<file path="config.mk">
export PLATFORM = sky130hd
export DESIGN_NAME = soft_mute_zero
export DESIGN_NICKNAME = d
export VERILOG_FILES = /design/src/rtl/soft_mute_zero.sv
export SDC_FILE = /design/constraint.sdc
export NUM_CORES = 2
export LEC_CHECK = 0
export ABC_CLOCK_PERIOD_IN_PS = 10020
export BUFFER_PORTS_ARGS = -buffer_cell sky130_fd_sc_hd__buf_2
export CORE_ASPECT_RATIO = 0.8
export CORE_UTILIZATION = 65
export DETAILED_ROUTE_END_ITERATION = 8
export PLACE_DENSITY = 0.83
export SYNTH_ARGS = -nofsm -noshare
export SYNTH_HDL_FRONTEND = slang
export SYNTH_SLANG_ARGS = --single-unit
</file>
<file path="constraint.sdc">
create_clock -name clk -period 10.02 [get_ports clk]
set_input_delay 0.501 -clock clk [delete_from_list [all_inputs] [get_ports clk]]
set_output_delay 0.501 -clock clk [all_outputs]
set_load 0.02 [all_outputs]
</file>
<file path="src/rtl/soft_mute_zero.sv">
module soft_mute_zero #(
  parameter int W        = 24,
  parameter int STEP_MAX = 240,
  parameter int ZERO_RUN = 1024
) (
  input  logic                clk,
  input  logic                rst_n,
  input  logic                smp_stb,
  input  logic signed [W-1:0] smp_l_i,
  input  logic signed [W-1:0] smp_r_i,
  input  logic                mute_req,
  input  logic                bypass,
  output logic                out_stb,
  output logic signed [W-1:0] out_l,
  output logic signed [W-1:0] out_r,
  output logic                zero_flag
);
  localparam int IW = $clog2(STEP_MAX + 1);
  localparam int CW = $clog2(ZERO_RUN + 1);
  localparam int PW = W + 18;
  localparam int SW = $clog2(STEP_MAX / 12 + 17) + 1;

  logic [IW-1:0] idx;
  logic [CW-1:0] zrun;
  logic [16:0]   gain;
  logic [3:0]    frac;
  logic [SW-1:0] sh;
  logic          at_floor, words_zero;
  logic signed [PW-1:0] prod_l, prod_r;

  function automatic logic [16:0] gain_of(input logic [3:0] r);
    case (r)
      4'd0:    return 17'd65536;
      4'd1:    return 17'd61870;
      4'd2:    return 17'd58409;
      4'd3:    return 17'd55142;
      4'd4:    return 17'd52057;
      4'd5:    return 17'd49145;
      4'd6:    return 17'd46396;
      4'd7:    return 17'd43801;
      4'd8:    return 17'd41350;
      4'd9:    return 17'd39037;
      4'd10:   return 17'd36854;
      default: return 17'd34792;
    endcase
  endfunction

  assign at_floor   = (idx == IW'(STEP_MAX));
  assign frac       = 4'(idx % IW'(12));
  assign sh         = SW'(16) + SW'(idx / IW'(12));
  assign gain       = gain_of(frac);
  assign prod_l     = $signed(smp_l_i) * $signed({1'b0, gain});
  assign prod_r     = $signed(smp_r_i) * $signed({1'b0, gain});
  assign words_zero = bypass ? (smp_l_i == '0) : (smp_l_i == '0 && smp_r_i == '0);
  assign zero_flag  = (zrun == CW'(ZERO_RUN));

  always_ff @(posedge clk) begin
    if (!rst_n) begin
      idx     <= '0;
      zrun    <= '0;
      out_stb <= 1'b0;
      out_l   <= '0;
      out_r   <= '0;
    end else begin
      out_stb <= smp_stb;
      if (smp_stb) begin
        out_l <= at_floor ? '0 : W'(prod_l >>> sh);
        out_r <= at_floor ? '0 : W'(prod_r >>> sh);
        if (mute_req && !at_floor)     idx <= idx + 1'b1;
        else if (!mute_req && idx != 0) idx <= idx - 1'b1;
        if (!words_zero)    zrun <= '0;
        else if (!zero_flag) zrun <= zrun + 1'b1;
      end
    end
  end


  step_hold_chk: assert property (@(posedge clk) disable iff (!rst_n)
    !smp_stb |=> $stable(idx));

  mute_step_chk: assert property (@(posedge clk) disable iff (!rst_n)
    smp_stb && mute_req && !at_floor |=> idx == $past(idx) + 1'b1);

  unmute_step_chk: assert property (@(posedge clk) disable iff (!rst_n)
    smp_stb && !mute_req && idx != 0 |=> idx == $past(idx) - 1'b1);

  floor_zero_chk: assert property (@(posedge clk) disable iff (!rst_n)
    smp_stb && at_floor |=> out_l == 0 && out_r == 0);

  unity_pass_chk: assert property (@(posedge clk) disable iff (!rst_n)
    smp_stb && idx == 0 |=> out_l == $past(smp_l_i) && out_r == $past(smp_r_i));

  stb_follow_chk: assert property (@(posedge clk) disable iff (!rst_n)
    smp_stb |=> out_stb);

  stb_quiet_chk: assert property (@(posedge clk) disable iff (!rst_n)
    !smp_stb |=> !out_stb);

  zero_clear_chk: assert property (@(posedge clk) disable iff (!rst_n)
    smp_stb && smp_l_i != 0 |=> !zero_flag);
endmodule

</file>
==> summary.md <==
| Metric | Value |
|---|---|
| Status | `complete, no violations` |
| Max-cap violations | `0` |
| Ys Warns | `0` |
| Synth-to-layout area growth | `4.91%` |
| GPL Wtd Cong | `~0.97` |
| R2r startpoint | `idx[3]$_SDFFE_PN0P_` |
| Die X | `around 270 um` |
| Count leader, synth | `inv_1` |
| RSZ-0062 raised after global routing | `false` |
| Clock root cell | `clkbuf_16` |
| Final min period | `about 9.6 ns` |
| Via count | `about 30,000` |
| Hold path start | `out_l[23]$_SDFFE_PN0P_` |
| Initial Utilization | `about two thirds` |
| Crit start category | `flip-flop` |
| Largest net degree at the start of global routing | `63` |
| Setup TNS | `0 ns` |
| Worst-path maximum fanout | `48` |
| Dpl hpwl | `about 75,000 um` |
| Cell variety after synth | `89` |
| Post-DR wirelength/cell | `between 15 and 20 um` |
| Part of the Yosys area used for sequential elements | `roughly 3.7%` |
| Crit-path max cell delay | `slightly below 0.6 ns` |
| Most frequent cells after synthesis | `inv_1 (1,017), fa_1 (803), nand2_1 (611)` |
| Crit Reg-Reg Endpoint | `out_l[3]$_SDFFE_PN0P_` |
| R2R setup slack | `just under 0.4 ns` |
| Initial antenna violation count | `7` |
| Port buffer count | `102` |
| Final Cycle Share | `96.0%` |
| Synth async-reset ratio | `0%` |
| Post-DR vias/cell | `~5.8` |
| Gr usage total | `35.2%` |
| Critical-path top delay cell | `fa_1` |
| Core Box Area | `0.0552 mm2` |
| Drt initial violations | `approximately 3,000` |
| FMAX | `104 MHz` |
| Mapped cell area | `~0.036 mm2` |
| Most Frequent Cell on Critical Path | `fa_1` |
| Post-synth EDFFs | `0` |
| Worst hold path depth | `2` |
| Final hold vios | `0` |
| Drt pass-1 iters | `6` |
| Share of layout cells above drive strength 1 | `under 10%` |
| Vias in the first global route | `between 30,000 and 40,000` |
| Crit path kind | `flip-flop to flip-flop` |
| Die span in y | `approximately 210 um` |
| #FFs+latches synth | `68` |
| Number of buffer and inverter stages on the critical path | `7` |
| Syn avg cell area | `around 8.3 um2` |
| Top_reg_cell synth | `dfxtp_1` |
| ANT nets after route | `0` |
| Measured slew at the worst slew-check pin | `approximately 1.3 ns` |
| Total routed wirelength | `between 90,000 and 100,000 um` |
| Hold WC Path Type | `flip-flop to flip-flop` |
| Max-slew violations | `0` |
| CTS Buf Count | `9` |
| Largest cells by area after synthesis | `fa_1 (44%), inv_1 (11%), ha_1 (7.5%), and2_1 (7.2%), nand2_1 (6.3%)` |
| Clk_lat worst skew | `0.34 ns` |
| First-pass GRT wire length | `159,000 um` |
| Crit path max-delay family | `adder cells` |
| Htree depth | `3` |
| Deepest clock path buffer count | `2` |
| Grt total ovfl | `0` |
| Worst rel slew slack | `between 10% and 20%` |
| # hold bufs at CTS | `0` |
| Row count | `slightly below 80` |
| Worst Skew | `0.0101 ns` |
| Data arrival, critical path | `slightly below 10 ns` |
| Mapped Nets | `~5,400` |
| Sink Count | `68` |
| CP endpoint kind | `flip-flop` |
| Post-layout util | `between 60% and 70%` |
| Setup Viol. Count Final | `0` |
| Hold endpoint | `out_l[23]$_SDFFE_PN0P_` |
| I/O Pins | `around 100` |
| Worst-path clk slew | `roughly 0.06 ns` |
| DRC errors left | `0` |
| R2r worst-path depth | `33` |
| Final net count | `around 5,400` |
| CTS tree | `yes` |
| Die ar. | `~0.057 mm2` |
| CP required | `just over 10 ns` |
| Post-synthesis instance total | `about 4,400` |
| Area fraction of the dominant cell type after synthesis | `about 44%` |
| Synth area leader | `fa_1` |
## final cells by class
cell class | instances | area [um2]
fillers | 4283 | 17100
inverters | 1017 | 3820
clock buffers | 9 | 225
repair buffers | 179 | 1180
well taps | 750 | 938
flip-flops and latches | 68 | 1360
clock inverters | 7 | 80.1
multi-input cells | 3051 | 30500
diodes | 7 | 17.5
## through the flow
step | area, um2 | hold WS (ns) | setup slack [ns] | std cells
finish | 38100 | 0.447 | 0.396 | 5088
global route | 38100 | 0.472 | 0.0336 | 5088
CTS | 38000 | 0.446 | 0.0942 | 5073
detailed placement | 37700 | 0.436 | -0.131 | 5057
global placement | 37700 | 0.426 | -0.000593 | 5057
floorplan | 36400 | 0.471 | 1.07 | 4364
## sequential cells by signal (all words and copies together) (netlist names)
register / cells
out_l: 24
out_r: 24
zrun: 11
idx: 8
out_stb: 1
## how the worst max path moves through the flow
stage,from,endpoint,slack [ns],depth (start not counted)
2_1_floorplan,idx[3]$_SDFFE_PN0P_,out_l[19]$_SDFFE_PN0P_,1.07,35
4_1_cts,idx[3]$_SDFFE_PN0P_,out_l[3]$_SDFFE_PN0P_,0.09,30
5_1_grt,idx[3]$_SDFFE_PN0P_,out_r[1]$_SDFFE_PN0P_,0.03,33
6_report,idx[3]$_SDFFE_PN0P_,out_l[3]$_SDFFE_PN0P_,0.40,33
3_5_place_dp,idx[5]$_SDFFE_PN0P_,out_l[3]$_SDFFE_PN0P_,-0.13,31
3_3_place_gp,idx[5]$_SDFFE_PN0P_,out_l[3]$_SDFFE_PN0P_,-0.0006,29
## timing repair
action,in CTS,in global routing
resized for setup,3,18
pin swaps,0,2
buffers inserted,0,6
setup endpoints to repair,14,48
cloned,0,2
## cells by family after synthesis
logic type / Yosys count / synth area share (%)
and+or+nand+nor: 1365 / 18.3
muxes: 59 / 1.65
DFF: 68 / 3.74
adders and majority gates: 1021 / 51.7
AOI/OAI and AO/OA: 521 / 9.53
xor gates and xnor gates: 83 / 2.02
buffers and inverters: 1247 / 13.1
## placed cells by master, fill, tap and decap left out, drive strengths merged, types with 14 or more instances in the layout
master / n
inv: 1020
fa: 803
nand2: 611
and2: 419
ha: 218
buf: 179
a21oi: 149
nor2: 129
o21ai: 103
dfxtp: 68
xnor2: 52
mux2i: 51
nand3: 39
a211oi: 32
xor2: 31
nor3: 31
a21o: 29
o211ai: 29
a31oi: 25
nor2b: 25
nand2b: 24
nor4: 24
nand4: 19
and3: 16
o221ai: 16
o22ai: 15
a22oi: 15
o31ai: 14
## tightest hold or removal path, stage by stage, from the launching register on
cell and delay [ns]:
dfxtp_1 0.31, nand2_1 0.05, nand2_1 0.04
## per-layer routing
layer  share of wire, %  vias to the layer above  GRT usage [%]
li1                   -                    13100              -
met1                 40                    14700           48.7
met2                 46                     1566           56.7
met3                 10                      251           7.20
met4                3.3                        0           10.1
met5                  0                        -              0
Power is left out: the tool's default activity adds up to more than one toggle a clock period on the data nets, which glitch-free logic cannot reach.
